File: src/rtl/rq_pkg.sv
package rq_pkg;

  // Switching term in sign/magnitude form: mag=0 means zero, else +/-1.
  typedef struct packed {
    logic neg;
    logic mag;
  } rq_sw_t;

endpackage

File: src/rtl/rq_switch_loop.sv
module rq_switch_loop
  import rq_pkg::*;
(
  input  logic   clk,
  input  logic   rst_n,
  input  logic   in_valid,
  input  logic   odd,
  input  logic   dither,
  output rq_sw_t sw,
  output logic   st_mag,
  output logic   st_neg
);

  logic upd_en;
  logic mag_d;
  logic neg_d;

  // Running sum is +1, -1 or 0 (st_mag=0). A nonzero sum forces the
  // opposite sign; a zero sum takes its sign from the dither.
  always_comb begin
    sw.mag = odd;
    sw.neg = odd & (st_mag ? ~st_neg : ~dither);
    upd_en = in_valid & odd;
    mag_d  = ~st_mag;
    neg_d  = st_mag ? 1'b0 : sw.neg;
  end

  always_ff @(posedge clk or negedge rst_n) begin
    if (!rst_n) begin
      st_mag <= 1'b0;
      st_neg <= 1'b0;
    end else if (upd_en) begin
      st_mag <= mag_d;
      st_neg <= neg_d;
    end
  end

endmodule

File: src/rtl/rq_halver.sv
module rq_halver
  import rq_pkg::*;
#(
  parameter int IN_W  = 7,
  parameter int OUT_W = 6
) (
  input  logic                    clk,
  input  logic                    rst_n,
  input  logic                    in_valid,
  input  logic signed [IN_W-1:0]  in_value,
  input  rq_sw_t                  sw,
  output logic                    out_valid,
  output logic signed [OUT_W-1:0] out_value
);

  localparam int SUM_W = IN_W + 1;

  logic signed [SUM_W-1:0] x_ext;
  logic signed [SUM_W-1:0] s_ext;
  logic signed [SUM_W-1:0] sum_c;
  logic signed [OUT_W-1:0] half_c;
  logic                    val_d;
  logic signed [OUT_W-1:0] out_d;

  always_comb begin
    x_ext = {in_value[IN_W-1], in_value};
    unique case ({sw.mag, sw.neg})
      2'b10:   s_ext = {{(SUM_W-1){1'b0}}, 1'b1};
      2'b11:   s_ext = {SUM_W{1'b1}};
      default: s_ext = '0;
    endcase
    sum_c  = x_ext + s_ext;
    // sum_c is even by construction; dropping bit 0 is an exact halving.
    half_c = sum_c[OUT_W:1];
    val_d  = in_valid;
    out_d  = in_valid ? half_c : out_value;
  end

  always_ff @(posedge clk or negedge rst_n) begin
    if (!rst_n) begin
      out_valid <= 1'b0;
      out_value <= '0;
    end else begin
      out_valid <= val_d;
      out_value <= out_d;
    end
  end

endmodule

File: src/rtl/rq_requant.sv
module rq_requant
  import rq_pkg::*;
#(
  parameter  int OUT_MAG = 16,
  localparam int IN_W    = $clog2(2*OUT_MAG + 1) + 1,
  localparam int OUT_W   = $clog2(OUT_MAG + 1) + 1
) (
  input  logic                    clk,
  input  logic                    rst_n,
  input  logic                    in_valid,
  input  logic signed [IN_W-1:0]  in_value,
  input  logic                    dither_bit,
  output logic                    out_valid,
  output logic signed [OUT_W-1:0] out_value
);

  rq_sw_t sw;
  logic   loop_mag;
  logic   loop_neg;

  rq_switch_loop u_loop (
    .clk      (clk),
    .rst_n    (rst_n),
    .in_valid (in_valid),
    .odd      (in_value[0]),
    .dither   (dither_bit),
    .sw       (sw),
    .st_mag   (loop_mag),
    .st_neg   (loop_neg)
  );

  rq_halver #(
    .IN_W  (IN_W),
    .OUT_W (OUT_W)
  ) u_half (
    .clk       (clk),
    .rst_n     (rst_n),
    .in_valid  (in_valid),
    .in_value  (in_value),
    .sw        (sw),
    .out_valid (out_valid),
    .out_value (out_value)
  );

endmodule

File: config.mk
export PLATFORM = sky130hd
export DESIGN_NAME = rq_requant
export DESIGN_NICKNAME = d
export VERILOG_FILES = /design/src/rtl/rq_pkg.sv /design/src/rtl/rq_switch_loop.sv /design/src/rtl/rq_halver.sv /design/src/rtl/rq_requant.sv
export SDC_FILE = /design/constraint.sdc
export NUM_CORES = 1
export LEC_CHECK = 0
export BUFFER_PORTS_ARGS = -buffer_cell sky130_fd_sc_hd__buf_2
export CAP_MARGIN = 40
export CORE_MARGIN = 8
export CORE_UTILIZATION = 40
export DETAILED_ROUTE_END_ITERATION = 12
export GPL_TIMING_DRIVEN = 0
export PLACE_DENSITY = 0.77
export SLEW_MARGIN = 25
export SYNTH_ARGS = -nofsm -noshare
export SYNTH_HDL_FRONTEND = slang
export SYNTH_HIERARCHICAL = 1
export SYNTH_SLANG_ARGS = --single-unit
File: constraint.sdc
create_clock -name clk -period 2.2 [get_ports clk]
set_clock_uncertainty 0.05 [all_clocks]
set_input_delay 0.11 -clock clk [delete_from_list [all_inputs] [get_ports clk]]
set_output_delay 0.11 -clock clk [all_outputs]
set_load 0.02 [all_outputs]
==> impl_metrics.csv <==
group,metric,value,unit
synth,synth_cell_types,29,
timing,max_slew_margin,0.7415,
grt,grt_max_degree,10,
drt,avgViaCountPerCell,5.117,
cells_and_area,num_antenna_cells,0,
synth,syn_nets,64,
timing,maxSlewViolCount,0,
placement,place.gp.congestion,0.7568,
power_and_ir_drop,p_sw,184.3,uW
critical_path,cp-start-kind,"register",
timing,final.period_utilization,0.9901,
floorplan,io_pins,18,
synth,ys_seq_elements,9,
synth,synth-async-reset-ratio,1.000,
cells_and_area,syn_to_final_growth,38.14,%
critical_path,critPathKind,"reg2reg",
floorplan,core,0.001285,mm^2
run_status,status,"finished, final reports clean",
job,max_cap_violations,0,
critical_path,worst_ep_arrival_time,2.27,ns
grt,grt_pass1_vias,484,
power_and_ir_drop,leakage,0.3525,nW
synth,mappedNetlistArea,538.0,um^2
clock_network,insertion_delay,0.26,ns
power_and_ir_drop,p_seq_frac,0.391,
timing,setup-violations-final,0,
drt,ant_nets,0,
critical_path,required,2.30,ns
clock_network,cts-root-buf,"clkbuf_4",
critical_path,crit_buf_inv,0,
clock_network,clockBufferDepth,2,
drt,drtIter0Drc,11,
timing,hold_viol,0,
drt,wl_per_cell,13.28,um
synth,synth.most_common_cell,"dfrtp_1",
clock_network,cts_made_buffers,3,
cells_and_area,final_util,0.5784,
cells_and_area,final_cells,94,
critical_path,critical_path.top_delay_family,"simple AND/OR/NAND/NOR gates",
drt,vias,481,
cells_and_area,layout-drive-gt1-share,0.4684,
floorplan,die_area,0.002775,mm^2
critical_path,slowest_delay,0.42,ns
power_and_ir_drop,p_sw_frac,0.3177,
clock_network,cts_max_level,1,
timing,rsz0062_at_grt,"true",
floorplan,fp-row-count,13,
synth,yosysTopAreaCell,"dfrtp_1",
synth,ys_top_cells_by_count,"9 x dfrtp_1, 4 x nand2_1, 4 x nor2_1",
power_and_ir_drop,p_comb_frac,0.386,
cells_and_area,nets,92,
clock_network,clkTransAtPathRegs,0.06,ns
placement,portBuffers,17,
drt,dr.pass1.iters,4,
grt,grt_first_pass_wirelength,2021,um
power_and_ir_drop,p_clk_frac,0.223,
power_and_ir_drop,total_power,579.9,uW
grt,antenna_found_initial,0,
timing,fmax,459.1,MHz
grt,grt_remaining_overflow,0,
grt,grt_usage,0.09920,
synth,synth_area_leaders,"dfrtp_1 42%, mux2_2 6.3%, xnor2_1 4.9%",
synth,synth_top_area_frac,0.4186,
drt,drt_wl_total,1248,um
power_and_ir_drop,intPower,395.7,uW
clock_network,cts_tree,"yes",
cells_and_area,nFillCells,101,
timing,period_needed,2.178,ns
drt,drc_errors,0,
critical_path,path_max_fanout,3,
floorplan,die_h,52.68,um
timing,tightest_slew,0.3823,ns
power_and_ir_drop,power_density,780.3,mW/mm^2
critical_path,crit_path_end_kind,"register",
synth,netlist_instances,52,
critical_path,slowest_stage,"or4_4",
synth,ys_seq_area_frac,0.4186,
critical_path,crit_chain,"nor2b_4 > o21a_1 > nand2_2 > xnor2_1 > ha_2 > or4_4 > mux2i_1 > xor2_1 > mux2_4",
synth,synth_warnings,6,
synth,synth.avg_cell_area,10.35,um^2
placement,dpl.hpwl,886.9,um
hold_path,hold_path_class,"in2reg",
synth,synth-edff-count,0,
floorplan,dieWidth,52.68,um
floorplan,initial_utilization,0.4187,
power_and_ir_drop,vdd.ir_drop.worst,0.3781,mV
synth,ys.flop_type,"dfrtp_1",
placement,numPlacedInstances,84,
clock_network,tritoncts_num_sinks,9,
timing,fin_tns_setup,0,ns
## routing by layer
metal | routed length [um] | vias up | GRT usage
met1 | 520 | 224 | 0.1088
met2 | 600 | 13 | 0.1482
met4 | 14 | 0 | 0.05172
li1 | - | 242 | -
met3 | 113 | 2 | 0.05682
met5 | 0 | - | 0
## stage by stage
step	setup slack [ns]	cell area, um^2	hold slack, ns
after detailed placement	-0.08957	644.4	-0.07234
after CTS	0.02642	710.7	0.09160
after global placement	-0.08015	644.4	-0.07908
final	0.02171	743.2	0.09912
after floorplan	0.01968	540.5	-0.2356
after global routing	-0.07284	743.2	0.1401
## flip-flops by register name (all words and copies together) (netlist names)
name	count
u_loop/st_neg	1
u_half/out_valid	1
u_half/out_value	6
u_loop/st_mag	1
## area by class of cell
cell class,instances,area (um^2),share of cell area
repair buffers,23,135.1,0.1818
inverters,1,3.754,0.005051
plain buffers,2,11.26,0.01515
multi-input cells,40,322.8,0.4343
well taps,15,18.77,0.02525
flip-flops and latches,9,225.2,0.3030
clock buffers,4,26.28,0.03535
## final timing paths
kind	from	endpoint	slack, ns	depth (start not counted)
worst max-delay path	u_loop/st_mag	u_half/out_value[3]	0.02	9
worst min-delay path	in_value[6]	u_half/out_value[5]	0.1	3
worst max register to register	u_loop/st_mag	u_half/out_value[3]	0.02	9
worst min register to register	u_half/out_value[3]	u_half/out_value[3]	0.46	1
max in group asynchronous	rst_n	u_loop/st_mag	1.74	2
min in group asynchronous	rst_n	u_half/out_value[5]	0.18	2
## logic make-up after synthesis
| group | after synthesis | share of synthesized area |
|---|---|---|
| buffers and inverters | 3 | 0.02790 |
| AOI/OAI and AO/OA | 7 | 0.09070 |
| DFF | 9 | 0.4186 |
| muxes | 6 | 0.1279 |
| xor gates and xnor gates | 5 | 0.08141 |
| adders and majority gates | 1 | 0.02325 |
| and+or+nand+nor | 21 | 0.2302 |
## power groups by stage
stage / logic [mW] / registers [mW] / clock network (mW)
6_report: 0.224 / 0.227 / 0.130
5_1_grt: 0.243 / 0.231 / 0.149
4_1_cts: 0.196 / 0.221 / 0.140
3_5_place_dp: 0.171 / 0.224 / 0
3_3_place_gp: 0.168 / 0.223 / 0
2_1_floorplan: 0.0928 / 0.248 / 0
## timing repair
action,CTS,global route
buffers inserted,2,2
endpoints found under the hold margin,10,0
setup endpoints to repair,2,2
pin swaps,2,4
gates resized for setup,2,4
hold buffers,2,0
## layout by cell type, fill, tap and decap left out, drive strengths merged
cell | synthesis | final
nor4 | 1 | 1
nor3 | 1 | 1
and3 | 1 | 1
o21a | 1 | 1
and4b | 1 | 1
o311ai | 1 | 1
xor2 | 2 | 2
a221o | 1 | 1
nor2b | 1 | 1
mux2 | 4 | 4
clkbuf | 1 | 5
a22oi | 1 | 1
nor3b | 2 | 2
inv | 1 | 1
nor4b | 1 | 1
or4 | 1 | 1
nand3 | 1 | 1
nand2 | 5 | 5
o21ai | 2 | 2
nor2 | 4 | 4
and2 | 2 | 2
buf | 1 | 22
dfrtp | 9 | 9
a21oi | 1 | 1
mux2i | 2 | 2
xnor2 | 3 | 3
dlygate4sd3 | 0 | 2
ha | 1 | 1
## worst register-to-register path, stage by stage, from the launching register on
cell     delay (ns)
dfrtp_1        0.39
nor2b_4        0.15
o21a_1         0.17
nand2_2        0.08
xnor2_1        0.13
ha_2           0.17
or4_4          0.42
mux2i_1        0.17
xor2_1         0.09
mux2_4         0.25
(Power assumes the default switching activity.)
